===== src/rtl/uart_rx_pkg.sv =====
package uart_rx_pkg;

    localparam int OVS   = 16;
    localparam int OVS_W = $clog2(OVS);

    typedef struct packed {
        logic       brk;
        logic       ferr;
        logic       perr;
        logic [7:0] data;
    } rx_char_t;

    typedef enum logic [2:0] {
        ST_IDLE,
        ST_START,
        ST_DATA,
        ST_PAR,
        ST_STOP,
        ST_STOP2,
        ST_HOLD
    } rx_state_e;

    typedef enum logic [1:0] {
        PAR_ODD   = 2'd0,
        PAR_EVEN  = 2'd1,
        PAR_MARK  = 2'd2,
        PAR_SPACE = 2'd3
    } par_mode_e;

    function automatic int unsigned trig_level(input logic [1:0] sel);
        case (sel)
            2'd0:    return 1;
            2'd1:    return 4;
            2'd2:    return 8;
            default: return 14;
        endcase
    endfunction

endpackage


===== src/rtl/uart_rx_sync.sv =====
module uart_rx_sync #(
    parameter int STAGES = 2
) (
    input  logic clk,
    input  logic rst_n,
    input  logic din,
    output logic dout
);

    logic [STAGES-1:0] sh_d, sh_q;

    always_comb begin
        sh_d = {sh_q[STAGES-2:0], din};
    end

    always_ff @(posedge clk or negedge rst_n) begin
        if (!rst_n) sh_q <= '1;
        else        sh_q <= sh_d;
    end

    assign dout = sh_q[STAGES-1];

endmodule


===== src/rtl/uart_rx_frame.sv =====
module uart_rx_frame
    import uart_rx_pkg::*;
(
    input  logic       clk,
    input  logic       rst_n,
    input  logic       tick,
    input  logic       rxs,
    input  logic [1:0] cfg_wlen,
    input  logic       cfg_par_en,
    input  logic [1:0] cfg_par_mode,
    input  logic       cfg_stop2,
    output logic       char_vld,
    output rx_char_t   char_out
);

    localparam logic [OVS_W-1:0] HALF_LAST = OVS_W'(OVS / 2 - 1);
    localparam logic [OVS_W-1:0] FULL_LAST = OVS_W'(OVS - 1);

    typedef struct packed {
        rx_state_e        st;
        logic [OVS_W-1:0] tcnt;
        logic [2:0]       bidx;
        logic [7:0]       sh;
        logic             par;
        logic             vld;
        rx_char_t         chr;
    } frame_regs_t;

    frame_regs_t r_d, r_q;

    logic [2:0] last_idx;
    logic       bit_end;
    logic       par_x;
    logic       perr_calc;
    logic       all_low;

    always_comb begin
        last_idx = 3'd4 + {1'b0, cfg_wlen};
        bit_end  = tick && (r_q.tcnt == FULL_LAST);
        par_x    = (^r_q.sh) ^ r_q.par;

        perr_calc = 1'b0;
        if (cfg_par_en) begin
            case (par_mode_e'(cfg_par_mode))
                PAR_ODD:   perr_calc = !par_x;
                PAR_EVEN:  perr_calc = par_x;
                PAR_MARK:  perr_calc = !r_q.par;
                default:   perr_calc = r_q.par;
            endcase
        end

        all_low = (r_q.sh == 8'd0) && !rxs && !(cfg_par_en && r_q.par);

        r_d     = r_q;
        r_d.vld = 1'b0;

        case (r_q.st)
            ST_IDLE: begin
                if (tick && !rxs) begin
                    r_d.st   = ST_START;
                    r_d.tcnt = '0;
                end
            end
            ST_START: begin
                if (tick) begin
                    if (r_q.tcnt == HALF_LAST) begin
                        r_d.tcnt = '0;
                        if (!rxs) begin
                            r_d.st   = ST_DATA;
                            r_d.bidx = '0;
                            r_d.sh   = '0;
                            r_d.par  = 1'b0;
                        end else begin
                            r_d.st = ST_IDLE;
                        end
                    end else begin
                        r_d.tcnt = r_q.tcnt + 1'b1;
                    end
                end
            end
            ST_DATA: begin
                if (bit_end) begin
                    r_d.tcnt         = '0;
                    r_d.sh[r_q.bidx] = rxs;
                    if (r_q.bidx == last_idx) begin
                        r_d.st = cfg_par_en ? ST_PAR : ST_STOP;
                    end else begin
                        r_d.bidx = r_q.bidx + 1'b1;
                    end
                end else if (tick) begin
                    r_d.tcnt = r_q.tcnt + 1'b1;
                end
            end
            ST_PAR: begin
                if (bit_end) begin
                    r_d.tcnt = '0;
                    r_d.par  = rxs;
                    r_d.st   = ST_STOP;
                end else if (tick) begin
                    r_d.tcnt = r_q.tcnt + 1'b1;
                end
            end
            ST_STOP: begin
                if (bit_end) begin
                    r_d.tcnt      = '0;
                    r_d.vld       = 1'b1;
                    r_d.chr.data  = r_q.sh;
                    r_d.chr.ferr  = !rxs;
                    r_d.chr.brk   = all_low;
                    r_d.chr.perr  = all_low ? 1'b0 : perr_calc;
                    if (!rxs)           r_d.st = ST_HOLD;
                    else if (cfg_stop2) r_d.st = ST_STOP2;
                    else                r_d.st = ST_IDLE;
                end else if (tick) begin
                    r_d.tcnt = r_q.tcnt + 1'b1;
                end
            end
            ST_STOP2: begin
                if (bit_end) begin
                    r_d.tcnt = '0;
                    r_d.st   = ST_IDLE;
                end else if (tick) begin
                    r_d.tcnt = r_q.tcnt + 1'b1;
                end
            end
            ST_HOLD: begin
                if (tick && rxs) begin
                    r_d.st = ST_IDLE;
                end
            end
            default: begin
                r_d.st = ST_IDLE;
            end
        endcase
    end

    always_ff @(posedge clk or negedge rst_n) begin
        if (!rst_n) begin
            r_q    <= '0;
            r_q.st <= ST_IDLE;
        end else begin
            r_q <= r_d;
        end
    end

    assign char_vld = r_q.vld;
    assign char_out = r_q.chr;

endmodule


===== src/rtl/uart_rx_fifo.sv =====
module uart_rx_fifo
    import uart_rx_pkg::*;
#(
    parameter int DEPTH = 16,
    localparam int AW   = (DEPTH > 1) ? $clog2(DEPTH) : 1,
    localparam int CW   = $clog2(DEPTH + 1)
) (
    input  logic          clk,
    input  logic          rst_n,
    input  logic          push,
    input  rx_char_t      din,
    input  logic          pop_req,
    output rx_char_t      head,
    output logic [CW-1:0] fill,
    output logic          ovr
);

    localparam logic [AW-1:0] PTR_LAST = AW'(DEPTH - 1);
    localparam logic [CW-1:0] CNT_FULL = CW'(DEPTH);

    typedef struct packed {
        rx_char_t [DEPTH-1:0] mem;
        logic [AW-1:0]        wp;
        logic [AW-1:0]        rp;
        logic [CW-1:0]        cnt;
        logic                 ovr;
    } fifo_regs_t;

    fifo_regs_t r_d, r_q;

    logic do_pop;
    logic do_push;

    always_comb begin
        do_pop  = pop_req && (r_q.cnt != '0);
        do_push = push && ((r_q.cnt != CNT_FULL) || do_pop);

        r_d     = r_q;
        r_d.ovr = push && !do_push;

        if (do_push) begin
            r_d.mem[r_q.wp] = din;
            r_d.wp          = (r_q.wp == PTR_LAST) ? '0 : r_q.wp + 1'b1;
        end
        if (do_pop) begin
            r_d.rp = (r_q.rp == PTR_LAST) ? '0 : r_q.rp + 1'b1;
        end

        case ({do_push, do_pop})
            2'b10:   r_d.cnt = r_q.cnt + 1'b1;
            2'b01:   r_d.cnt = r_q.cnt - 1'b1;
            default: r_d.cnt = r_q.cnt;
        endcase
    end

    always_ff @(posedge clk or negedge rst_n) begin
        if (!rst_n) r_q <= '0;
        else        r_q <= r_d;
    end

    assign head = r_q.mem[r_q.rp];
    assign fill = r_q.cnt;
    assign ovr  = r_q.ovr;

endmodule


===== src/rtl/uart_rx_core.sv =====
module uart_rx_core
    import uart_rx_pkg::*;
#(
    parameter int DEPTH       = 16,
    parameter int SYNC_STAGES = 2
) (
    input  logic       clk,
    input  logic       rst_n,
    input  logic       tick16,
    input  logic       rxd,
    input  logic [1:0] cfg_wlen,
    input  logic       cfg_par_en,
    input  logic [1:0] cfg_par_mode,
    input  logic       cfg_stop2,
    input  logic [1:0] cfg_trig,
    input  logic       rd_en,
    output logic [7:0] rd_data,
    output logic       rd_perr,
    output logic       rd_ferr,
    output logic       rd_brk,
    output logic       rx_ready,
    output logic       rx_irq,
    output logic       rx_ovr
);

    localparam int CW = $clog2(DEPTH + 1);

    logic          rxs;
    logic          char_vld;
    rx_char_t      char_q;
    rx_char_t      head;
    logic [CW-1:0] fill_cnt;
    logic [31:0]   fill_w;

    uart_rx_sync #(.STAGES(SYNC_STAGES)) u_sync (
        .clk  (clk),
        .rst_n(rst_n),
        .din  (rxd),
        .dout (rxs)
    );

    uart_rx_frame u_frame (
        .clk         (clk),
        .rst_n       (rst_n),
        .tick        (tick16),
        .rxs         (rxs),
        .cfg_wlen    (cfg_wlen),
        .cfg_par_en  (cfg_par_en),
        .cfg_par_mode(cfg_par_mode),
        .cfg_stop2   (cfg_stop2),
        .char_vld    (char_vld),
        .char_out    (char_q)
    );

    uart_rx_fifo #(.DEPTH(DEPTH)) u_fifo (
        .clk    (clk),
        .rst_n  (rst_n),
        .push   (char_vld),
        .din    (char_q),
        .pop_req(rd_en),
        .head   (head),
        .fill   (fill_cnt),
        .ovr    (rx_ovr)
    );

    always_comb begin
        fill_w   = 32'(fill_cnt);
        rx_ready = (fill_cnt != '0);
        rx_irq   = (fill_w >= trig_level(cfg_trig));
        rd_data  = head.data;
        rd_perr  = head.perr;
        rd_ferr  = head.ferr;
        rd_brk   = head.brk;
    end

endmodule


===== config.mk =====
export PLATFORM = sky130hd
export DESIGN_NAME = uart_rx_core
export DESIGN_NICKNAME = d
export VERILOG_FILES = /design/src/rtl/uart_rx_pkg.sv /design/src/rtl/uart_rx_sync.sv /design/src/rtl/uart_rx_frame.sv /design/src/rtl/uart_rx_fifo.sv /design/src/rtl/uart_rx_core.sv
export SDC_FILE = /design/constraint.sdc
export NUM_CORES = 1
export LEC_CHECK = 0
export ABC_AREA = 1
export BUFFER_PORTS_ARGS = -buffer_cell sky130_fd_sc_hd__buf_2
export CAP_MARGIN = 30
export CORE_AREA = 2 2 137 139
export CTS_BUF_LIST = sky130_fd_sc_hd__clkbuf_8
export CTS_CLUSTER_DIAMETER = 40
export DETAILED_ROUTE_END_ITERATION = 6
export DIE_AREA = 0 0 139 141
export HOLD_SLACK_MARGIN = 0.03
export PLACE_DENSITY = 0.78
export SETUP_SLACK_MARGIN = 0.4
export SYNTH_ARGS = -nofsm -noshare
export SYNTH_HDL_FRONTEND = slang
export SYNTH_SLANG_ARGS = --single-unit

===== constraint.sdc =====
create_clock -name clk -period 2.9 [get_ports clk]
set_clock_uncertainty 0.2 [all_clocks]
set_input_delay 0.725 -clock clk [delete_from_list [all_inputs] [get_ports clk]]
set_output_delay 0.725 -clock clk [all_outputs]
set_load 0.02 [all_outputs]

==> flow_summary.yaml, run 1 <==
route:
  post_drt_via_cell_ratio: 5.95
  drc: 3
  drtIter0Drc: 1088
  vias: 9742
  routedWlPerCell_um: 18.7
  drt_pre_antenna_iters: 7
  wirelength_um: 30600
  ant_nets: 0
placed_design:
  dp.cells: 1542
  numPortBuffers: 26
  gp_congestion: 0.853
  dp_hpwl_um: 16600
  postPlaceCellArea_um2: 11200
cts:
  cts.clk_slew.worst_paths_ns: 0.06
  cts_tree: "yes"
  cts_sinks: 223
  cts_buffers: 39
  clock_latency_ns: 0.54
  clockRootBuffer: "clkbuf_8"
  cts_max_path_buffers: 3
  h-tree-depth: 2
die:
  die_x_um: 139
  core-area_um2: 18300
  rows: 50
  die_h_um: 141
  io_pins: 27
  start_util_pct: 60.1
  fp.dieArea_um2: 19600
synth:
  syn_area_um2: 11000
  synth.top_cell.area_share_pct: 50.3
  seq_area_frac_synth_pct: 50.8
  synthTopCellsByArea: "dfrtp_1 50%, nand2_1 13%, o21ai_0 10%, nor2_1 3.5%, nand3_1 3.1%"
  syn-num-nets: 1371
  synth_cell_types: 37
  synth-warning-count: 0
  yosys.area.top_type: "dfrtp_1"
  ys_seq_elements: 223
  syn_area_per_cell_um2: 8.21
  netlist_instances: 1338
cells_and_area:
  final_area_um2: 12900
  utilization_pct: 70.8
  nNetsFinal: 1404
  area_delta_synth_final_pct: 17.7
  final_cells: 1636
  fillers: 1329
  diodes: 0
  final_layout_size_suffix_gt1_share_pct: 18.0
critical_path:
  critPathMaxFanout: 8
  cp_data_required_time_ns: 1.98
  start_kind: "flip-flop"
  crit_buf_inv: 4
  crit_top_cell: "nand2_1"
  endpoint_kind: "output port"
  cpMaxStageDelayCell: "dfrtp_2"
  slowest_delay_ns: 0.48
  cp.arrival_ns: 2.12
  criticalPathCategory: "flip-flop to output port"
  crit_chain: "inv_8 -> buf_12 -> buf_16 -> nand2_1 -> nand3_1 -> nand2_1 -> a21oi_1 -> o21ai_1 -> nand2_1 -> buf_6"
  crit_family: "buffers and inverters"
global_route:
  grt_use_total_pct: 30.2
  antenna_found_initial: 0
  gr-total-overflow: 0
  grt_max_degree: 67
  grt_pass1_vias: 9266
  grt_pass1_wl_um: 47200
worst_hold_path:
  hold_path.class: "primary input to flip-flop"
sta:
  slew_headroom_pct: 56.0
  min_period_ns: 3.04
  hold_violations: 0
  layout_setup_ws_ns: -0.141
  tightest_slew_ns: 0.660
  finalCritPeriodShare_pct: 105
  fmaxAchievable_mhz: 329
  drv_slew: 0
  rsz0062_at_grt: "yes"
  setup_viol: 11
status:
  violations: "DRC, setup timing"
  status: "complete, but fails checks"
pwr:
  p_total_uw: 11500
  power.density_nw_per_um2: 887
  vdd_drop_max_v: 0.000696
  p_leak_uw: 0.00600
run:
  drv_cap: 0
through the flow:
| step | setup TNS (ns) | worst slack (ns) | hold WS, ns |
|---|---|---|---|
| 2_1_floorplan | 0 | 0.376 | 0.145 |
| 6_report | -1.14 | -0.141 | 0.0895 |
| 4_1_cts | -1.05 | -0.118 | 0.0664 |
| 5_1_grt | -2.17 | -0.232 | 0.0708 |
| 3_5_place_dp | 0 | 0.115 | 0.147 |
| 3_3_place_gp | 0 | 0.133 | 0.148 |
sequential cells by signal (all words and copies together), names as in the netlist:
| register | count |
|---|---|
| u_fifo.fill | 5 |
| u_fifo.ovr | 1 |
| u_fifo.r_q | 184 |
| u_frame.char_out | 11 |
| u_frame.char_vld | 1 |
| u_frame.r_q | 19 |
| u_sync.sh_q | 2 |
metal layers:
metal | track usage, % | up-vias | part of all wire, %
li1 | - | 4485 | -
met2 | 47.6 | 479 | 47
met4 | 13.1 | 0 | 3.6
met1 | 41.3 | 4684 | 40
met5 | 0 | - | 0
met3 | 6.11 | 94 | 9.6
cell usage in the layout, fill, tap and decap left out, types with 4 or more instances in the layout:
cell	count
nand2_1	372
dfrtp_1	219
o21ai_0	174
nor2_1	86
o21ai_1	77
inv_1	73
nand3_1	65
clkbuf_8	54
o21ai_2	37
a21oi_1	27
buf_4	25
ha_1	17
nor2_2	16
buf_2	13
buf_6	13
buf_12	13
nand2_2	12
a21oi_2	11
nand4_1	9
nor2_4	6
nand3_2	6
nand3_4	6
xnor2_1	6
nor3_1	6
inv_2	5
o211ai_1	5
xor2_1	5
buf_16	5
clkbuf_16	5
nand2_4	4
synthesized netlist by cell type, drive strengths merged:
library cell    n
nand2         388
o21ai         288
dfrtp         221
nor2          108
nand3          77
inv            70
buf            50
a21oi          38
clkbuf         35
ha             19
nand4           9
nor3            7
xnor2           6
a31oi           5
o211ai          5
xor2            5
o21a            3
dfstp           2
fa              1
nand3b          1
final timing paths:
kind                                                  from                          end  slack, ns  cells after the start
max in group asynchronous                            rst_n  u_fifo.r_q[117]$_DFFE_PN0P_       1.26                      3
worst max-delay path             u_fifo.r_q[6]$_DFFE_PN0P_                   rd_data[7]      -0.14                     10
worst min register to register    u_sync.sh_q[0]$_DFF_PN1_     u_sync.sh_q[1]$_DFF_PN1_       0.15                      0
worst max register to register  u_fifo.fill[1]$_DFFE_PN0P_   u_fifo.fill[4]$_DFFE_PN0P_       0.54                     14
worst min-delay path                                   rxd     u_sync.sh_q[0]$_DFF_PN1_       0.09                      1
min in group asynchronous                            rst_n  u_frame.r_q[12]$_DFFE_PN0P_       0.54                      2
area by class of cell:
cell class	instances	area, um2	share of cell area [%]
clock buffer	54	743	5.75
clock inverter	18	159	1.23
inverter	70	275	2.13
multi-input combinational	960	4900	37.9
sequential	223	5590	43.2
tap	234	293	2.26
timing repair buffer	77	980	7.58
power by group:
| part | total [uW] | internal (uW) | switching [uW] |
|---|---|---|---|
| Sequential | 3420 | 3230 | 186 |
| Combinational | 4810 | 1980 | 2830 |
| Clock | 3250 | 1930 | 1320 |
| Total | 11500 | 7140 | 4340 |
cells by family after synthesis:
kind of cell	Yosys count	share of synthesized area, %
AO/OA/AOI/OAI	339	16.7
XOR/XNOR	11	0.877
adder cells (fa/ha/maj)	20	2.35
buffers and inverters	155	6.82
flip-flops	223	50.8
AND/OR/NAND/NOR	590	22.4
repair_timing:
item,4_1_cts,5_1_grt
gates resized for setup,91,64
hold endpoints to repair,61,0
hold buffers,1,0
setup endpoints to repair,12,15
pin swaps,15,20
setup buffers,5,5
cloned,6,5
Power figures use the tool's default switching activity.
==> run 2, diff against run 1 <==
- PLACE_DENSITY: 0.78 -> 0.79
==> run 2 against run 1 <==
The run ends with setup timing left. Global-route usage fell by 1.5 points. Non-clock buffer count rose by 1. Worst setup slack improved by 0.062 ns. Count of clock-buffer cells in the layout rose by 2. Sequential share of layout area rose by 0.73 points. Register-to-register slack got worse by 0.20 ns. Routed wire length fell by 10%. Combinational power fell by 10%. Flip-flop and latch count did not move. Cell count rose by 0.24%. First-iteration DRC count fell by 33%. Largest power group unchanged.
==> flow_summary.yaml, run 2 (synthesis results as in run 1) <==
cells_and_area:
  fillers: 1436
  final_cell_mix: "377 x nand2_1, 218 x dfrtp_1, 174 x o21ai_0"
  diodes: 0
  seq_area_um2: 5590
  final_common_cell: "nand2_1"
  final_area_um2: 12700
  final_layout_size_suffix_gt1_share_pct: 16.8
  largest_register_ffs: 184
  top_register: "u_fifo.r_q"
  nNetsFinal: 1407
  area_delta_synth_final_pct: 15.8
  multi_input_area_um2: 4810
sta:
  drv_slew: 0
  setup_viol: 11
  fmaxAchievable_mhz: 336
  min_period_ns: 2.98
  hold_violations: 0
  tightest_slew_ns: 0.750
  finalCritPeriodShare_pct: 103
  rsz0062_at_grt: "yes"
  slew_headroom_pct: 49.8
  layout_setup_ws_ns: -0.0793
  fin_setup_tns_ns: -0.560
critical_path:
  cpMaxStageDelayCell: "dfrtp_2"
  endpoint_kind: "output port"
  crit_top_cell: "o21ai_1"
  cp_data_required_time_ns: 1.98
  cp.arrival_ns: 2.05
  crit_family: "flip-flops"
  slowest_delay_ns: 0.50
  start_kind: "flip-flop"
  crit_buf_inv: 3
  criticalPathCategory: "flip-flop to output port"
  crit_chain: "inv_8 -> buf_12 -> nor2_1 -> nor2_1 -> o21ai_1 -> o21ai_1 -> o21ai_1 -> nand2_1 -> buf_2"
  critPathMaxFanout: 15
placed_design:
  dp_hpwl_um: 16400
  numPortBuffers: 26
  gp_congestion: 0.891
  postPlaceCellArea_um2: 11200
cts:
  cts_tree: "yes"
  cts_buffers: 41
  cts_max_path_buffers: 3
  h-tree-depth: 2
  clockRootBuffer: "clkbuf_8"
  cts_sinks: 223
  clock_latency_ns: 0.54
  cts.clk_slew.worst_paths_ns: 0.06
global_route:
  antenna_found_initial: 0
  grt_pass1_vias: 8975
  gr-total-overflow: 0
  grt_pass1_wl_um: 45700
  grt_max_degree: 72
  grt_use_total_pct: 28.7
status:
  status: "complete, but fails checks"
  violations: "setup timing"
die:
  start_util_pct: 60.1
  io_pins: 27
  die_h_um: 141
  core-area_um2: 18300
  die_x_um: 139
  rows: 50
  fp.dieArea_um2: 19600
run:
  drv_cap: 0
worst_hold_path:
  hold_path.class: "primary input to flip-flop"
route:
  drt_pre_antenna_iters: 6
  wirelength_um: 27500
  drtIter0Drc: 725
  drc: 0
  vias: 9396
  post_drt_via_cell_ratio: 5.73
  ant_nets: 0
  routedWlPerCell_um: 16.7
pwr:
  clkPwrFrac_pct: 29.5
  swShare_pct: 37.6
  share_comb_of_total_power_pct: 39.4
  p_int_uw: 6840
  vdd_drop_max_v: 0.000557
  switchingPower_uw: 4120
  pwr-share-seq_pct: 31.2
  p_leak_uw: 0.00591
  power.density_nw_per_um2: 861
run 2: final cells by class:
type                    count  area share (%)
flip-flops and latches    223            43.9
multi-input cells         960            37.8
repair buffers             78            6.61
clock buffers              56            6.06
well taps                 234            2.30
inverters                  70            2.16
clock inverters            19            1.11
run 2: worst paths after layout:
path                                                 start                           to  slack, ns  cells past startpoint
worst min-delay path                                   rxd     u_sync.sh_q[0]$_DFF_PN1_       0.09                      1
worst min register to register    u_sync.sh_q[0]$_DFF_PN1_     u_sync.sh_q[1]$_DFF_PN1_       0.15                      0
worst max register to register  u_fifo.fill[0]$_DFFE_PN0P_   u_fifo.fill[4]$_DFFE_PN0P_       0.34                     18
max in group asynchronous                            rst_n  u_fifo.r_q[121]$_DFFE_PN0P_       1.22                      3
min in group asynchronous                            rst_n   u_fifo.fill[2]$_DFFE_PN0P_       0.53                      2
worst max-delay path             u_fifo.r_q[6]$_DFFE_PN0P_                   rd_data[5]      -0.08                      9
run 2: through the flow:
stage / power, uW / hold slack, ns / utilization (%) / cells / setup slack (ns)
after global routing: 11500 / 0.0619 / 69.6 / 1640 / -0.237
after CTS: 10700 / 0.0683 / 68.8 / 1637 / -0.101
after global placement: 6640 / 0.146 / 61.6 / 1542 / 0.135
after detailed placement: 6710 / 0.148 / 61.6 / 1542 / 0.0975
final: 11000 / 0.0865 / 69.6 / 1640 / -0.0793
after floorplan: 5640 / 0.145 / - / 1338 / 0.376
run 2: repair_timing:
action	in CTS	in global routing
setup buffers	15	2
gates cloned	4	1
hold buffers	1	0
setup endpoints to repair	12	16
endpoints found under the hold margin	65	0
gates resized for setup	92	37
pin swaps	9	10
run 2: power groups by stage:
| stage | sequential (uW) | clock (uW) | combinational, uW |
|---|---|---|---|
| after floorplan | 3350 | 0 | 2290 |
| after global placement | 3460 | 0 | 3190 |
| after detailed placement | 3460 | 0 | 3250 |
| after CTS | 3410 | 3260 | 4040 |
| after global routing | 3430 | 3420 | 4700 |
| final | 3410 | 3230 | 4310 |
run 2: per-layer routing:
| layer | up-vias | wire, um | track usage, % |
|---|---|---|---|
| met3 | 61 | 1750 | 4.79 |
| met2 | 339 | 13100 | 46.9 |
| met1 | 4515 | 11900 | 39.7 |
| met4 | 0 | 745 | 9.46 |
| met5 | - | 0 | 0 |
| li1 | 4481 | - | - |
